<file path="src/rtl/bkl_smb_pkg.sv">
package bkl_smb_pkg;
  typedef enum logic [2:0] {
    ST_IDLE, ST_ADDR, ST_CMD, ST_WDAT, ST_ACK, ST_TX, ST_MACK, ST_WAIT
  } bus_state_e;
endpackage

</file>
<file path="src/rtl/bkl_smb_sync.sv">
module bkl_smb_sync #(
  parameter int STAGES = 2
) (
  input  logic clk,
  input  logic rst,
  input  logic scl_in,
  input  logic sda_in,
  output logic sda_s,
  output logic scl_rise,
  output logic scl_fall,
  output logic start_det,
  output logic stop_det
);
  logic [STAGES-1:0] scl_ff, sda_ff;
  logic scl_prev, sda_prev;

  for (genvar g = 0; g < STAGES; g++) begin : g_stage
    if (g == 0) begin : g_first
      always_ff @(posedge clk) begin
        if (rst) begin
          scl_ff[0] <= 1'b1;
          sda_ff[0] <= 1'b1;
        end else begin
          scl_ff[0] <= scl_in;
          sda_ff[0] <= sda_in;
        end
      end
    end else begin : g_next
      always_ff @(posedge clk) begin
        if (rst) begin
          scl_ff[g] <= 1'b1;
          sda_ff[g] <= 1'b1;
        end else begin
          scl_ff[g] <= scl_ff[g-1];
          sda_ff[g] <= sda_ff[g-1];
        end
      end
    end
  end

  always_ff @(posedge clk) begin
    if (rst) begin
      scl_prev <= 1'b1;
      sda_prev <= 1'b1;
    end else begin
      scl_prev <= scl_ff[STAGES-1];
      sda_prev <= sda_ff[STAGES-1];
    end
  end

  assign sda_s     = sda_ff[STAGES-1];
  assign scl_rise  = scl_ff[STAGES-1] & ~scl_prev;
  assign scl_fall  = ~scl_ff[STAGES-1] & scl_prev;
  assign start_det = scl_ff[STAGES-1] & scl_prev & sda_prev & ~sda_ff[STAGES-1];
  assign stop_det  = scl_ff[STAGES-1] & scl_prev & ~sda_prev & sda_ff[STAGES-1];
endmodule

</file>
<file path="src/rtl/bkl_smb_regfile.sv">
module bkl_smb_regfile #(
  parameter int NREG   = 2,
  parameter int DATA_W = 8,
  localparam int SEL_W = (NREG > 1) ? $clog2(NREG) : 1
) (
  input  logic                         clk,
  input  logic                         rst,
  input  logic                         wr_en,
  input  logic [SEL_W-1:0]             wr_sel,
  input  logic [DATA_W-1:0]            wr_data,
  input  logic [SEL_W-1:0]             rd_sel,
  output logic [DATA_W-1:0]            rd_data,
  output logic [NREG-1:0][DATA_W-1:0]  regs_o
);
  logic [NREG-1:0][DATA_W-1:0] mem;

  for (genvar g = 0; g < NREG; g++) begin : g_reg
    always_ff @(posedge clk) begin
      if (rst) mem[g] <= '0;
      else if (wr_en && wr_sel == SEL_W'(g)) mem[g] <= wr_data;
    end
  end

  assign rd_data = mem[rd_sel];
  assign regs_o  = mem;


  wr_lands_chk: assert property (@(posedge clk) disable iff (rst)
    wr_en |=> mem[$past(wr_sel)] == $past(wr_data));
endmodule

</file>
<file path="src/rtl/bkl_smb_fsm.sv">
module bkl_smb_fsm
  import bkl_smb_pkg::*;
#(
  parameter logic [6:0] SLAVE_ADDR = 7'h28,
  parameter logic [7:0] CMD_LO     = 8'hA9,
  parameter logic [7:0] CMD_HI     = 8'hAA,
  parameter int         BYTE_W     = 8,
  localparam int        CNT_W      = $clog2(BYTE_W + 1)
) (
  input  logic              clk,
  input  logic              rst,
  input  logic              sda_s,
  input  logic              scl_rise,
  input  logic              scl_fall,
  input  logic              start_det,
  input  logic              stop_det,
  input  logic [BYTE_W-1:0] rd_data,
  output logic              rd_sel,
  output logic              wr_en,
  output logic [BYTE_W-1:0] wr_data,
  output logic              sda_pull_low
);
  bus_state_e        state, state_n, after_ack, after_ack_n;
  logic [CNT_W-1:0]  cnt, cnt_n;
  logic [BYTE_W-1:0] rx_sh, rx_sh_n, tx_sh, tx_sh_n;
  logic              ptr, ptr_n;
  logic              rx_phase;

  assign rx_phase = (state == ST_ADDR) || (state == ST_CMD) || (state == ST_WDAT);

  always_comb begin
    state_n     = state;
    after_ack_n = after_ack;
    cnt_n       = cnt;
    rx_sh_n     = rx_sh;
    tx_sh_n     = tx_sh;
    ptr_n       = ptr;
    wr_en       = 1'b0;
    if (stop_det) begin
      state_n = ST_IDLE;
    end else if (start_det) begin
      state_n = ST_ADDR;
      cnt_n   = '0;
    end else if (rx_phase) begin
      if (scl_rise && cnt != CNT_W'(BYTE_W)) begin
        rx_sh_n = {rx_sh[BYTE_W-2:0], sda_s};
        cnt_n   = cnt + 1'b1;
      end else if (scl_fall && cnt == CNT_W'(BYTE_W)) begin
        cnt_n = '0;
        unique case (state)
          ST_ADDR: begin
            if (rx_sh[BYTE_W-1:1] == SLAVE_ADDR) begin
              state_n     = ST_ACK;
              after_ack_n = rx_sh[0] ? ST_TX : ST_CMD;
            end else begin
              state_n = ST_WAIT;
            end
          end
          ST_CMD: begin
            if (rx_sh == CMD_LO || rx_sh == CMD_HI) begin
              state_n     = ST_ACK;
              after_ack_n = ST_WDAT;
              ptr_n       = (rx_sh == CMD_HI);
            end else begin
              state_n = ST_WAIT;
            end
          end
          default: begin
            wr_en       = 1'b1;
            state_n     = ST_ACK;
            after_ack_n = ST_WAIT;
          end
        endcase
      end
    end else begin
      unique case (state)
        ST_ACK: begin
          if (scl_fall) begin
            state_n = after_ack;
            cnt_n   = '0;
            if (after_ack == ST_TX) tx_sh_n = rd_data;
          end
        end
        ST_TX: begin
          if (scl_fall) begin
            if (cnt == CNT_W'(BYTE_W - 1)) begin
              state_n = ST_MACK;
            end else begin
              tx_sh_n = {tx_sh[BYTE_W-2:0], 1'b1};
              cnt_n   = cnt + 1'b1;
            end
          end
        end
        ST_MACK: if (scl_fall) state_n = ST_WAIT;
        default: ;
      endcase
    end
  end

  always_ff @(posedge clk) begin
    if (rst) begin
      state        <= ST_IDLE;
      after_ack    <= ST_WAIT;
      cnt          <= '0;
      rx_sh        <= '0;
      tx_sh        <= '1;
      ptr          <= 1'b0;
      sda_pull_low <= 1'b0;
    end else begin
      state        <= state_n;
      after_ack    <= after_ack_n;
      cnt          <= cnt_n;
      rx_sh        <= rx_sh_n;
      tx_sh        <= tx_sh_n;
      ptr          <= ptr_n;
      sda_pull_low <= (state_n == ST_ACK) || (state_n == ST_TX && !tx_sh_n[BYTE_W-1]);
    end
  end

  assign rd_sel  = ptr;
  assign wr_data = rx_sh;


  pull_in_slot_chk: assert property (@(posedge clk) disable iff (rst)
    sda_pull_low |-> (state == ST_ACK || state == ST_TX));

  stop_idle_chk: assert property (@(posedge clk) disable iff (rst)
    stop_det |=> (state == ST_IDLE && !sda_pull_low));

  start_addr_chk: assert property (@(posedge clk) disable iff (rst)
    start_det |=> state == ST_ADDR);
endmodule

</file>
<file path="src/rtl/bkl_smb_regs.sv">
module bkl_smb_regs #(
  parameter logic [6:0] SLAVE_ADDR  = 7'h28,
  parameter logic [7:0] CMD_CONTR   = 8'hA9,
  parameter logic [7:0] CMD_BRIGHT  = 8'hAA,
  parameter int         DATA_W      = 8,
  parameter int         DIM_W       = 5,
  parameter int         SYNC_STAGES = 2
) (
  input  logic              clk,
  input  logic              rst,
  input  logic              scl_in,
  input  logic              sda_in,
  output logic              sda_pull_low,
  input  logic              suspend_in,
  output logic [DATA_W-1:0] contrast_code,
  output logic [DIM_W-1:0]  dim_code
);
  localparam int NREG = 2;

  logic sda_s, scl_rise, scl_fall, start_det, stop_det;
  logic wr_en, rd_sel;
  logic [DATA_W-1:0] wr_data, rd_data;
  logic [NREG-1:0][DATA_W-1:0] regs;

  bkl_smb_sync #(.STAGES(SYNC_STAGES)) sync_i (
    .clk(clk), .rst(rst), .scl_in(scl_in), .sda_in(sda_in),
    .sda_s(sda_s), .scl_rise(scl_rise), .scl_fall(scl_fall),
    .start_det(start_det), .stop_det(stop_det)
  );

  bkl_smb_fsm #(
    .SLAVE_ADDR(SLAVE_ADDR), .CMD_LO(CMD_CONTR), .CMD_HI(CMD_BRIGHT), .BYTE_W(DATA_W)
  ) fsm_i (
    .clk(clk), .rst(rst), .sda_s(sda_s), .scl_rise(scl_rise), .scl_fall(scl_fall),
    .start_det(start_det), .stop_det(stop_det), .rd_data(rd_data),
    .rd_sel(rd_sel), .wr_en(wr_en), .wr_data(wr_data), .sda_pull_low(sda_pull_low)
  );

  bkl_smb_regfile #(.NREG(NREG), .DATA_W(DATA_W)) regs_i (
    .clk(clk), .rst(rst), .wr_en(wr_en), .wr_sel(rd_sel), .wr_data(wr_data),
    .rd_sel(rd_sel), .rd_data(rd_data), .regs_o(regs)
  );

  always_ff @(posedge clk) begin
    if (rst) begin
      contrast_code <= '0;
      dim_code      <= '0;
    end else begin
      contrast_code <= regs[0];
      dim_code      <= suspend_in ? '1 : regs[1][DATA_W-1 -: DIM_W];
    end
  end


  susp_dim_chk: assert property (@(posedge clk) disable iff (rst)
    $past(suspend_in) |-> dim_code == '1);

  reset_code_chk: assert property (@(posedge clk) disable iff (rst)
    $fell(rst) |-> contrast_code == '0);
endmodule

</file>
<file path="config.mk">
export PLATFORM = sky130hd
export DESIGN_NAME = bkl_smb_regs
export DESIGN_NICKNAME = d
export VERILOG_FILES = /design/src/rtl/bkl_smb_pkg.sv /design/src/rtl/bkl_smb_sync.sv /design/src/rtl/bkl_smb_regfile.sv /design/src/rtl/bkl_smb_fsm.sv /design/src/rtl/bkl_smb_regs.sv
export SDC_FILE = /design/constraint.sdc
export NUM_CORES = 1
export LEC_CHECK = 0
export ABC_AREA = 1
export CAP_MARGIN = 20
export CORE_MARGIN = 4
export CORE_UTILIZATION = 30
export CTS_BUF_LIST = sky130_fd_sc_hd__clkbuf_16
export CTS_CLUSTER_DIAMETER = 50
export DETAILED_ROUTE_END_ITERATION = 10
export GPL_TIMING_DRIVEN = 0
export MAX_ROUTING_LAYER = met4
export PLACE_DENSITY = 0.45
export RECOVER_POWER = 100
export SYNTH_ARGS = -nofsm -noshare
export SYNTH_HDL_FRONTEND = slang
export SYNTH_SLANG_ARGS = --single-unit
</file>
<file path="constraint.sdc">
create_clock -name clk -period 3.3 [get_ports clk]
set_input_delay 0.99 -clock clk [delete_from_list [all_inputs] [get_ports clk]]
set_output_delay 0.99 -clock clk [all_outputs]
set_load 0.02 [all_outputs]
</file>
==> metrics.csv, run 1 <==
stage,metric,value,unit
run_status,status,"finished, final reports clean",
critical_path,slowest CP cell,dlygate4sd3_1,
floorplanning,Starting Density,30.65,%
synth,Unique masters post-synth,34,
power,total power,1.790,mW
grt,GRT Util Overall,13.44,%
place,Post-Place Cells,508,
drt,drt drc,0,
drt,first drt pass iteration count,4,
critical_path,critical path endpoint category,output pin,
synth,"FFs w/ async S/R, synth",0,%
synth,"Seq/Total Area, Yosys",44.96,%
grt,grt total ovfl,0,
timing,skew final,0.005899,ns
power,Pwr per Cell Area,536.2,nW/um^2
synth,Post-synth top flop,dfxtp_1,
cts,CTS resizes,0,
critical_path,worst r2r src,sync_i.scl_ff[1],
power,Lkg Pwr,1.431,nW
grt,first-pass GRT wire length,11270,um
final_layout,area grow syn2layout,19.00,%
drt,via count,2438,
place,PortBufs,17,
place,DP HPWL,5047,um
timing,max-slew violation count,0,
cts,CTS root buf,clkbuf_16,
drt,Routed Antenna Nets,0,
final_layout,share of layout cells above drive strength 1,7.748,%
drt,initial DRC count,129,
critical_path,Worst Path Required,2.31,ns
timing,Slew HR,60.55,%
cts,CTS sink cnt,63,
drt,Total Wirelength,6878,um
final_layout,fin cells,524,
grt,met2 Track Usage GR,19.42,%
synth,net count after synthesis,387,
critical_path,CP Capture Point,dim_code[2],
cts,insertion delay to the later sink of the worst-skew pair,0.32,ns
final_layout,"most common cell after layout, fill and taps aside",nand2_1,
critical_path,CP max FO,1,
critical_path,cell family with the largest share of critical-path delay,buffers and inverters,
timing,crit path time final,2.283,ns
grt,vias in the first global route,2231,
timing,setup TNS,0,ns
grt,initial antenna violation count,0,
cts,Clock transition at path regs,0.06,ns
grt,met3 Usage GRT,3.397,%
critical_path,FF-to-FF path depth,9,
floorplanning,Rows,35,
floorplanning,die width,104.7,um
grt,met1 usage in global routing,18.10,%
grt,GR peak layer,met2,
final_layout,Filler cells,950,
critical_path,r2r endpoint,regs_i.regs_o[7],
drt,routed len/inst,13.13,um
cts,Num CTS Buffers,9,
critical_path,Critical path buffers and inverters,1,
timing,Fmax,438.0,MHz
cts,Max clock buf depth,2,
synth,Seq cells post-synth,63,
synth,"Avg Cell Area, Syn",7.382,sq um
floorplanning,die area,10960,sq um
cts,postcts setup bufs,0,
power,Worst VDD drop,0.2064,mV
flow_run,maximum capacitance violations,0,
floorplanning,DIE HEIGHT,104.7,um
timing,final setup fails,0,
final_layout,n_diodes,0,
cts,hold_buf cts,0,
critical_path,WP data arrival,1.29,ns
cts,TritonCTS clock tree,built,
timing,RSZ-0062 raised after global routing,false,
synth,Mapped Area,2805,sq um
timing,Final period util,69.19,%
final_layout,Nets,415,
critical_path,"slowest stage delay, CP",0.67,ns
final_layout,"leading cell types in the layout, fill and taps excluded","nand2_1, dfxtp_1, inv_1",
critical_path,r2r setup slk,1.13,ns
grt,largest net degree at the start of global routing,13,
critical_path,worst path cell trace,dlygate4sd3_1,
timing,final hold vios,0,
floorplanning,Core Region,9153,sq um
critical_path,Crit Path Category,flip-flop to output pin,
floorplanning,I/O Pins,19,
place,gpl congestion,0.7787,
critical_path,CP Launch Type,flip-flop,
cts,H-tree depth,3,
timing,measured slew at the worst slew-check pin,0.5917,ns
hold_path,Hold/Removal Path Class,flip-flop to flip-flop,
critical_path,Critical path origin,dim_code[2],
synth,synth warn,0,
critical_path,critical path depth in cells,1,
drt,vias per cell,4.653,
synth,Mapped Cells,380,
synth,"EDFF count, synth",0,
[cells by family after synthesis]
logic type                 share of synthesized area (%)
buffers and inverters                              9.768
AOI/OAI and AO/OA                                  17.35
adders and majority gates                         0.8919
and+or+nand+nor                                    26.72
xor gates and xnor gates                          0.3123
DFF                                                44.96
[power breakdown]
| part | switching (mW) | total, mW | internal (mW) |
|---|---|---|---|
| Combinational | 0.0505 | 0.0757 | 0.0252 |
| Clock | 0.354 | 0.939 | 0.585 |
| Sequential | 0.00515 | 0.776 | 0.771 |
| Total | 0.409 | 1.79 | 1.38 |
[registers in the layout, indices dropped and copies added, names as in the netlist, 3 cells and up]
name             flops
contrast_code        8
dim_code             5
fsm_i.after_ack      3
fsm_i.state          3
regs_i.regs_o       16
fsm_i.cnt            4
fsm_i.tx_sh          8
fsm_i.wr_data        8
[layer usage]
layer	vias up	share of wire, %
li1	1293	-
met1	1101	52
met2	40	44
met3	4	3.1
met4	0	0.61
met5	-	0
[worst min-delay path by stage]
stage | startpoint | end | slack (ns) | depth (start not counted)
detailed placement | sync_i.scl_ff[0] | sync_i.scl_ff[1] | 0.40 | 1
floorplan | sync_i.scl_ff[0] | sync_i.scl_ff[1] | 0.39 | 1
finish | sync_i.scl_ff[0] | sync_i.scl_ff[1] | 0.41 | 1
global route | sync_i.sda_ff[0] | sync_i.sda_s | 0.42 | 1
CTS | sync_i.scl_ff[0] | sync_i.scl_ff[1] | 0.41 | 1
global placement | sync_i.scl_ff[0] | sync_i.scl_ff[1] | 0.39 | 1
[through the flow]
stage               area, sq um  setup slack [ns]  utilization [%]  hold slack [ns]
detailed placement         3114            0.9730            34.03           0.3958
floorplan                  2805             1.473                -           0.3895
global route               3338            0.8459            36.47           0.4249
CTS                        3412             1.060            37.28           0.4094
global placement           3114            0.9686            34.03           0.3905
finish                     3338             1.017            36.47           0.4073
[final cells by class]
class | instances | area, sq um | share of cell area [%]
Buffer | 13 | 58.81 | 1.762
Clock inverter | 7 | 72.57 | 2.174
Multi-Input combinational cell | 252 | 1211 | 36.28
Inverter | 52 | 200.2 | 5.997
Tap cell | 111 | 138.9 | 4.160
Clock buffer | 9 | 225.2 | 6.747
Sequential cell | 63 | 1261 | 37.78
Timing Repair Buffer | 17 | 170.2 | 5.097
[cells in the mapped netlist, types with 2 or more instances]
library cell | n | area, sq um
nor2_1 | 33 | 123.9
ha_1 | 2 | 25.02
clkinv_1 | 2 | 7.510
nand2_4 | 2 | 22.52
nand3_4 | 2 | 35.03
nor3_1 | 3 | 15.01
nand3_1 | 25 | 125.1
nand2_1 | 81 | 304.0
nor2_8 | 2 | 40.04
o21ai_1 | 3 | 15.01
inv_2 | 3 | 11.26
inv_1 | 46 | 172.7
dfxtp_1 | 63 | 1261
buf_6 | 2 | 22.52
o211ai_1 | 2 | 15.01
a22oi_1 | 6 | 45.04
or2_2 | 4 | 25.02
nor2_4 | 2 | 22.52
a21oi_1 | 36 | 180.2
nand4_1 | 2 | 12.51
buf_2 | 2 | 10.01
clkbuf_1 | 7 | 26.28
o21ai_0 | 38 | 190.2
buf_4 | 2 | 15.01
(Power assumes the default switching activity.)
==> run 2, diff against run 1 <==
==> constraint.sdc (replaced) <==
create_clock -name clk -period 2.3 [get_ports clk]
set_input_delay 0.69 -clock clk [delete_from_list [all_inputs] [get_ports clk]]
set_output_delay 0.69 -clock clk [all_outputs]
set_load 0.02 [all_outputs]
==> metrics.csv, run 2 (synthesized netlist as in run 1, its figures left out) <==
stage,metric,value,unit,change
floorplanning,I/O Pins,19,,unchanged
drt,Total Wirelength,6868,um,-0.15%
timing,final setup fails,0,,unchanged
floorplanning,DIE HEIGHT,104.7,um,unchanged
drt,met3 WL,275,um,+30%
drt,initial DRC count,136,,+5.4%
final_layout,Filler cells,946,,-0.42%
cts,CTS root buf,clkbuf_16,,
grt,vias in the first global route,2231,,unchanged
drt,routed len/inst,13.11,um,-0.15%
grt,largest net degree at the start of global routing,13,,unchanged
timing,Final period util,86.28,%,
grt,initial antenna violation count,0,,unchanged
place,gpl congestion,0.7787,,unchanged
power,Worst VDD drop,0.2963,mV,+44%
critical_path,Critical path buffers and inverters,1,,unchanged
critical_path,CP Launch Type,flip-flop,,
cts,CTS sink cnt,63,,unchanged
cts,Max clock buf depth,2,,unchanged
final_layout,"leading cell types in the layout, fill and taps excluded","nand2_1, dfxtp_1, inv_1",,
timing,RSZ-0062 raised after global routing,false,,
drt,first drt pass iteration count,4,,unchanged
place,DP HPWL,5047,um,unchanged
place,"worst slack, placed",0.2730,ns,-0.7000 ns
floorplanning,Starting Density,30.65,%,unchanged
timing,final hold vios,0,,unchanged
critical_path,critical path endpoint category,output pin,,
timing,crit path time final,1.984,ns,
floorplanning,die area,10960,sq um,unchanged
drt,via count,2440,,+0.082%
cts,TritonCTS clock tree,built,,
place,Placed Area,3114,sq um,unchanged
critical_path,Crit Path Category,flip-flop to output pin,,
power,Lkg Pwr,1.458,nW,+1.9%
cts,hold_buf cts,0,,unchanged
timing,setup TNS,0,ns,unchanged
run_status,status,"finished, final reports clean",,
final_layout,n_diodes,0,,unchanged
timing,skew final,0.007495,ns,+0.001596 ns
final_layout,Largest register FFs,16,,unchanged
cts,H-tree depth,3,,unchanged
flow_run,maximum capacitance violations,0,,unchanged
cts,CTS resizes,0,,unchanged
critical_path,worst path cell trace,dlygate4sd3_1,,
critical_path,cell family with the largest share of critical-path delay,buffers and inverters,,
cts,Clock transition at path regs,0.06,ns,about the same
place,PortBufs,17,,unchanged
drt,DR top layer,met4,,
timing,setup ws final,0.3156,ns,-0.7012 ns
final_layout,area grow syn2layout,19.58,%,
cts,postcts setup bufs,0,,unchanged
floorplanning,die width,104.7,um,unchanged
floorplanning,Core Region,9153,sq um,unchanged
critical_path,"slowest stage delay, CP",0.67,ns,about the same
timing,max-slew violation count,0,,unchanged
floorplanning,Rows,35,,unchanged
grt,grt total ovfl,0,,unchanged
critical_path,slowest CP cell,dlygate4sd3_1,,
critical_path,CP max FO,1,,unchanged
hold_path,Hold/Removal Path Class,flip-flop to flip-flop,,
power,Pwr per Cell Area,766.8,nW/um^2,+43%
cts,Num CTS Buffers,9,,unchanged
drt,Routed Antenna Nets,0,,unchanged
timing,Fmax,503.9,MHz,
drt,drt drc,0,,unchanged
critical_path,WP data arrival,1.29,ns,about the same
drt,vias per cell,4.656,,about the same
grt,GRT Util Overall,13.44,%,unchanged
timing,Slew HR,59.91,%,-0.64 points
final_layout,Nets,415,,unchanged
drt,Met1 Routed Length,3529,um,-1.5%
timing,measured slew at the worst slew-check pin,0.5967,ns,+0.005014 ns
critical_path,Worst Path Required,1.61,ns,-0.70 ns
final_layout,"most common cell after layout, fill and taps aside",nand2_1,,
cts,insertion delay to the later sink of the worst-skew pair,0.33,ns,about the same
timing,hold_ws,0.4073,ns,unchanged
grt,first-pass GRT wire length,11270,um,unchanged
final_layout,final instance area,3354,sq um,+0.49%
drt,met2 WL,3000,um,-1.3%
final_layout,share of layout cells above drive strength 1,8.475,%,+0.73 points
==> run 2: per-stage QoR <==
step / power (mW) / std cells / utilization [%]
2_1_floorplan: 1.214 / 380 / -
3_3_place_gp: 1.253 / 508 / 34.03
3_5_place_dp: 1.253 / 508 / 34.03
4_1_cts: 2.614 / 524 / 37.28
5_1_grt: 2.675 / 524 / 36.65
6_report: 2.572 / 524 / 36.65
==> run 2: worst paths after layout <==
path                            slack (ns)               end              from  cells past startpoint
worst min-delay path                  0.41  sync_i.scl_ff[1]  sync_i.scl_ff[0]                      1
worst min register to register        0.41  sync_i.scl_ff[1]  sync_i.scl_ff[0]                      1
worst max-delay path                  0.32       dim_code[2]       dim_code[2]                      1
worst max register to register        0.32  regs_i.regs_o[7]      fsm_i.cnt[0]                     10
==> run 2: layer usage <==
| layer | vias up | track usage (%) |
|---|---|---|
| li1 | 1291 | - |
| met1 | 1097 | 18.10 |
| met2 | 47 | 19.42 |
| met3 | 5 | 3.397 |
| met4 | 0 | 5.061 |
| met5 | - | - |
==> run 2: layout make-up <==
cell class / instances / area [sq um] / area share, %
Timing Repair Buffer: 17 / 170.2 / 5.073
Inverter: 52 / 200.2 / 5.968
Clock buffer: 9 / 225.2 / 6.714
Multi-Input combinational cell: 252 / 1222 / 36.44
Buffer: 13 / 63.81 / 1.902
Clock inverter: 7 / 72.57 / 2.163
Tap cell: 111 / 138.9 / 4.140
Sequential cell: 63 / 1261 / 37.60
==> run 2: power breakdown <==
part           internal [mW]  switching, mW  leakage, nW  total, mW
sequential              1.11        0.00721        0.511       1.11
clock                  0.839          0.511        0.142       1.35
combinational         0.0361         0.0732        0.806      0.109
total                   1.98          0.591         1.46       2.57
==> run 2: worst register-to-register path: stages, from the launching register on <==
cell      delay (ns)
dfxtp_1         0.36
inv_1           0.08
ha_1            0.17
nand2_1         0.06
nor2_1          0.09
nand2_1         0.24
nor2_8          0.18
nand3_1         0.21
clkbuf_2        0.27
o21ai_1         0.16
a21oi_1         0.05
==> run 3, diff against run 2 <==
==> constraint.sdc (replaced) <==
create_clock -name clk -period 2.3 [get_ports clk]
set_input_delay 0.345 -clock clk [delete_from_list [all_inputs] [get_ports clk]]
set_output_delay 0.345 -clock clk [all_outputs]
set_load 0.01 [all_outputs]
==> metrics.csv, run 3 (synthesized netlist as in run 1, its figures left out) <==
stage,metric,value,unit,change
cts,postcts setup bufs,0,,unchanged
power,share of total power in combinational logic,4.1,%,-0.2 points
final_layout,area grow syn2layout,20.74,%,
cts,Clock transition at path regs,0.06,ns,about the same
final_layout,post-layout util,37.01,%,+0.36 points
critical_path,CP Launch Type,flip-flop,,
cts,CTS resizes,0,,unchanged
grt,first-pass GRT wire length,11270,um,unchanged
power,Lkg Pwr,1.462,nW,+0.24%
grt,grt total ovfl,0,,unchanged
cts,insertion delay to the later sink of the worst-skew pair,0.33,ns,about the same
place,Placed Area,3114,sq um,unchanged
timing,max-slew violation count,0,,unchanged
grt,GRT Util Overall,13.44,%,unchanged
timing,skew final,0.006374,ns,-0.001121 ns
critical_path,WP data arrival,2.15,ns,+0.86 ns
drt,Routed Antenna Nets,0,,unchanged
floorplanning,die area,10960,sq um,unchanged
cts,H-tree depth,3,,unchanged
cts,Max clock buf depth,2,,unchanged
floorplanning,Rows,35,,unchanged
power,sequential power share,43.3,%,about the same
drt,routed len/inst,13.09,um,-0.16%
critical_path,Worst Path Required,2.56,ns,+0.95 ns
critical_path,Critical path origin,fsm_i.cnt[0],,
floorplanning,Starting Density,30.65,%,unchanged
place,DP HPWL,5047,um,unchanged
grt,GR peak layer,met2,,
cts,CTS sink cnt,63,,unchanged
critical_path,worst r2r src,fsm_i.cnt[0],,
floorplanning,die width,104.7,um,unchanged
flow_run,maximum capacitance violations,0,,unchanged
hold_path,hold depth,1,,unchanged
power,clock power share,52.6,%,about the same
drt,drt drc,0,,unchanged
place,gpl congestion,0.7787,,unchanged
floorplanning,DIE HEIGHT,104.7,um,unchanged
critical_path,worst path cell trace,inv_1 > ha_1 > nand3_1 > nand2_1 > nor2_4 > clkbuf_1 > o21ai_0 > a21oi_1,,
drt,first drt pass iteration count,4,,unchanged
power,switching share of power,22.95,%,-0.030 points
final_layout,"leading cell types in the layout, fill and taps excluded","nand2_1, dfxtp_1, inv_1",,
timing,Slew HR,61.37,%,+1.5 points
timing,final setup fails,0,,unchanged
cts,CTS root buf,clkbuf_16,,
floorplanning,I/O Pins,19,,unchanged
power,total power,2.571,mW,about the same
power,cell-internal power,1.981,mW,about the same
critical_path,Critical path buffers and inverters,2,,+1
drt,initial DRC count,106,,-22%
final_layout,Largest register FFs,16,,unchanged
cts,TritonCTS clock tree,built,,
place,PortBufs,17,,unchanged
final_layout,final instance area,3387,sq um,+0.97%
timing,RSZ-0062 raised after global routing,false,,
grt,vias in the first global route,2231,,unchanged
grt,met3 Usage GRT,3.397,%,unchanged
final_layout,Multi-input gate area,1249,sq um,+2.1%
hold_path,hold_sp,sync_i.scl_ff[0],,
cts,Num CTS Buffers,9,,unchanged
place,Post-Place Cells,508,,unchanged
critical_path,cell family with the largest share of critical-path delay,simple AND/OR/NAND/NOR gates,,
floorplanning,Core Region,9153,sq um,unchanged
grt,largest net degree at the start of global routing,13,,unchanged
final_layout,Nets,415,,unchanged
final_layout,n_diodes,0,,unchanged
critical_path,critical path depth in cells,8,,+7
power,Sw Pwr,590.1,uW,-0.18%
grt,met1 usage in global routing,18.10,%,unchanged
critical_path,FF-to-FF path depth,8,,-2
hold_path,Hold/Removal Path Class,flip-flop to flip-flop,,
final_layout,Filler cells,941,,-0.53%
critical_path,CP max FO,10,,+9
power,Pwr per Cell Area,759.1,nW/um^2,-1.0%
timing,final hold vios,0,,unchanged
timing,Final period util,82.37,%,-3.9 points
timing,Fmax,527.9,MHz,+4.7%
cts,hold_buf cts,0,,unchanged
critical_path,slowest CP cell,dfxtp_1,,
drt,vias per cell,4.639,,-0.37%
critical_path,r2r setup slk,0.41,ns,+0.09 ns
timing,setup TNS,0,ns,unchanged
timing,crit path time final,1.894,ns,-0.08997 ns
critical_path,critical path endpoint category,flip-flop,,
timing,setup ws final,0.4056,ns,+0.08997 ns
critical_path,Crit Path Category,flip-flop to flip-flop,,
final_layout,"most common cell after layout, fill and taps aside",nand2_1,,
grt,met2 Track Usage GR,19.42,%,unchanged
timing,measured slew at the worst slew-check pin,0.5794,ns,-0.01733 ns
place,"worst slack, placed",0.6016,ns,+0.3286 ns
run_status,status,"finished, final reports clean",,
grt,initial antenna violation count,0,,unchanged
power,Worst VDD drop,0.2977,mV,+0.48%
final_layout,register area,1261,sq um,unchanged
final_layout,fin cells,524,,unchanged
critical_path,"slowest stage delay, CP",0.43,ns,-0.24 ns
drt,Total Wirelength,6857,um,-0.16%
drt,via count,2431,,-0.37%
final_layout,share of layout cells above drive strength 1,8.717,%,+0.24 points
timing,hold_ws,0.4074,ns,+0.0001440 ns
[run 3: changes by cell type in the layout (fill, tap and decap cells not counted), sizes merged]
cell,delta
buf,+1
clkbuf,-1
[run 3: layout make-up]
cell class              count  share of cell area [%]
inverters                  52                   5.911
repair buffers             17                   5.024
clock buffers               9                   6.649
flip-flops and latches     63                   37.24
clock inverters             7                   2.143
well taps                 111                   4.100
plain buffers              13                   2.069
multi-input cells         252                   36.87
[run 3: worst paths after layout]
kind	to
worst min-delay path	sync_i.scl_ff[1]
worst max register to register	fsm_i.wr_data[5]
worst max-delay path	fsm_i.wr_data[5]
worst min register to register	sync_i.scl_ff[1]
[run 3: power groups by stage]
stage / registers, mW / logic, mW / clock network (mW)
2_1_floorplan: 1.14 / 0.0716 / 0
3_3_place_gp: 1.14 / 0.112 / 0
3_5_place_dp: 1.14 / 0.112 / 0
4_1_cts: 1.11 / 0.112 / 1.38
5_1_grt: 1.11 / 0.118 / 1.44
6_report: 1.11 / 0.105 / 1.35
[run 3: metal layers]
layer / vias up / share of wire [%]
met5: - / 0
met1: 1097 / 52
li1: 1291 / -
met2: 36 / 44
met4: 0 / 1.1
met3: 7 / 3.2
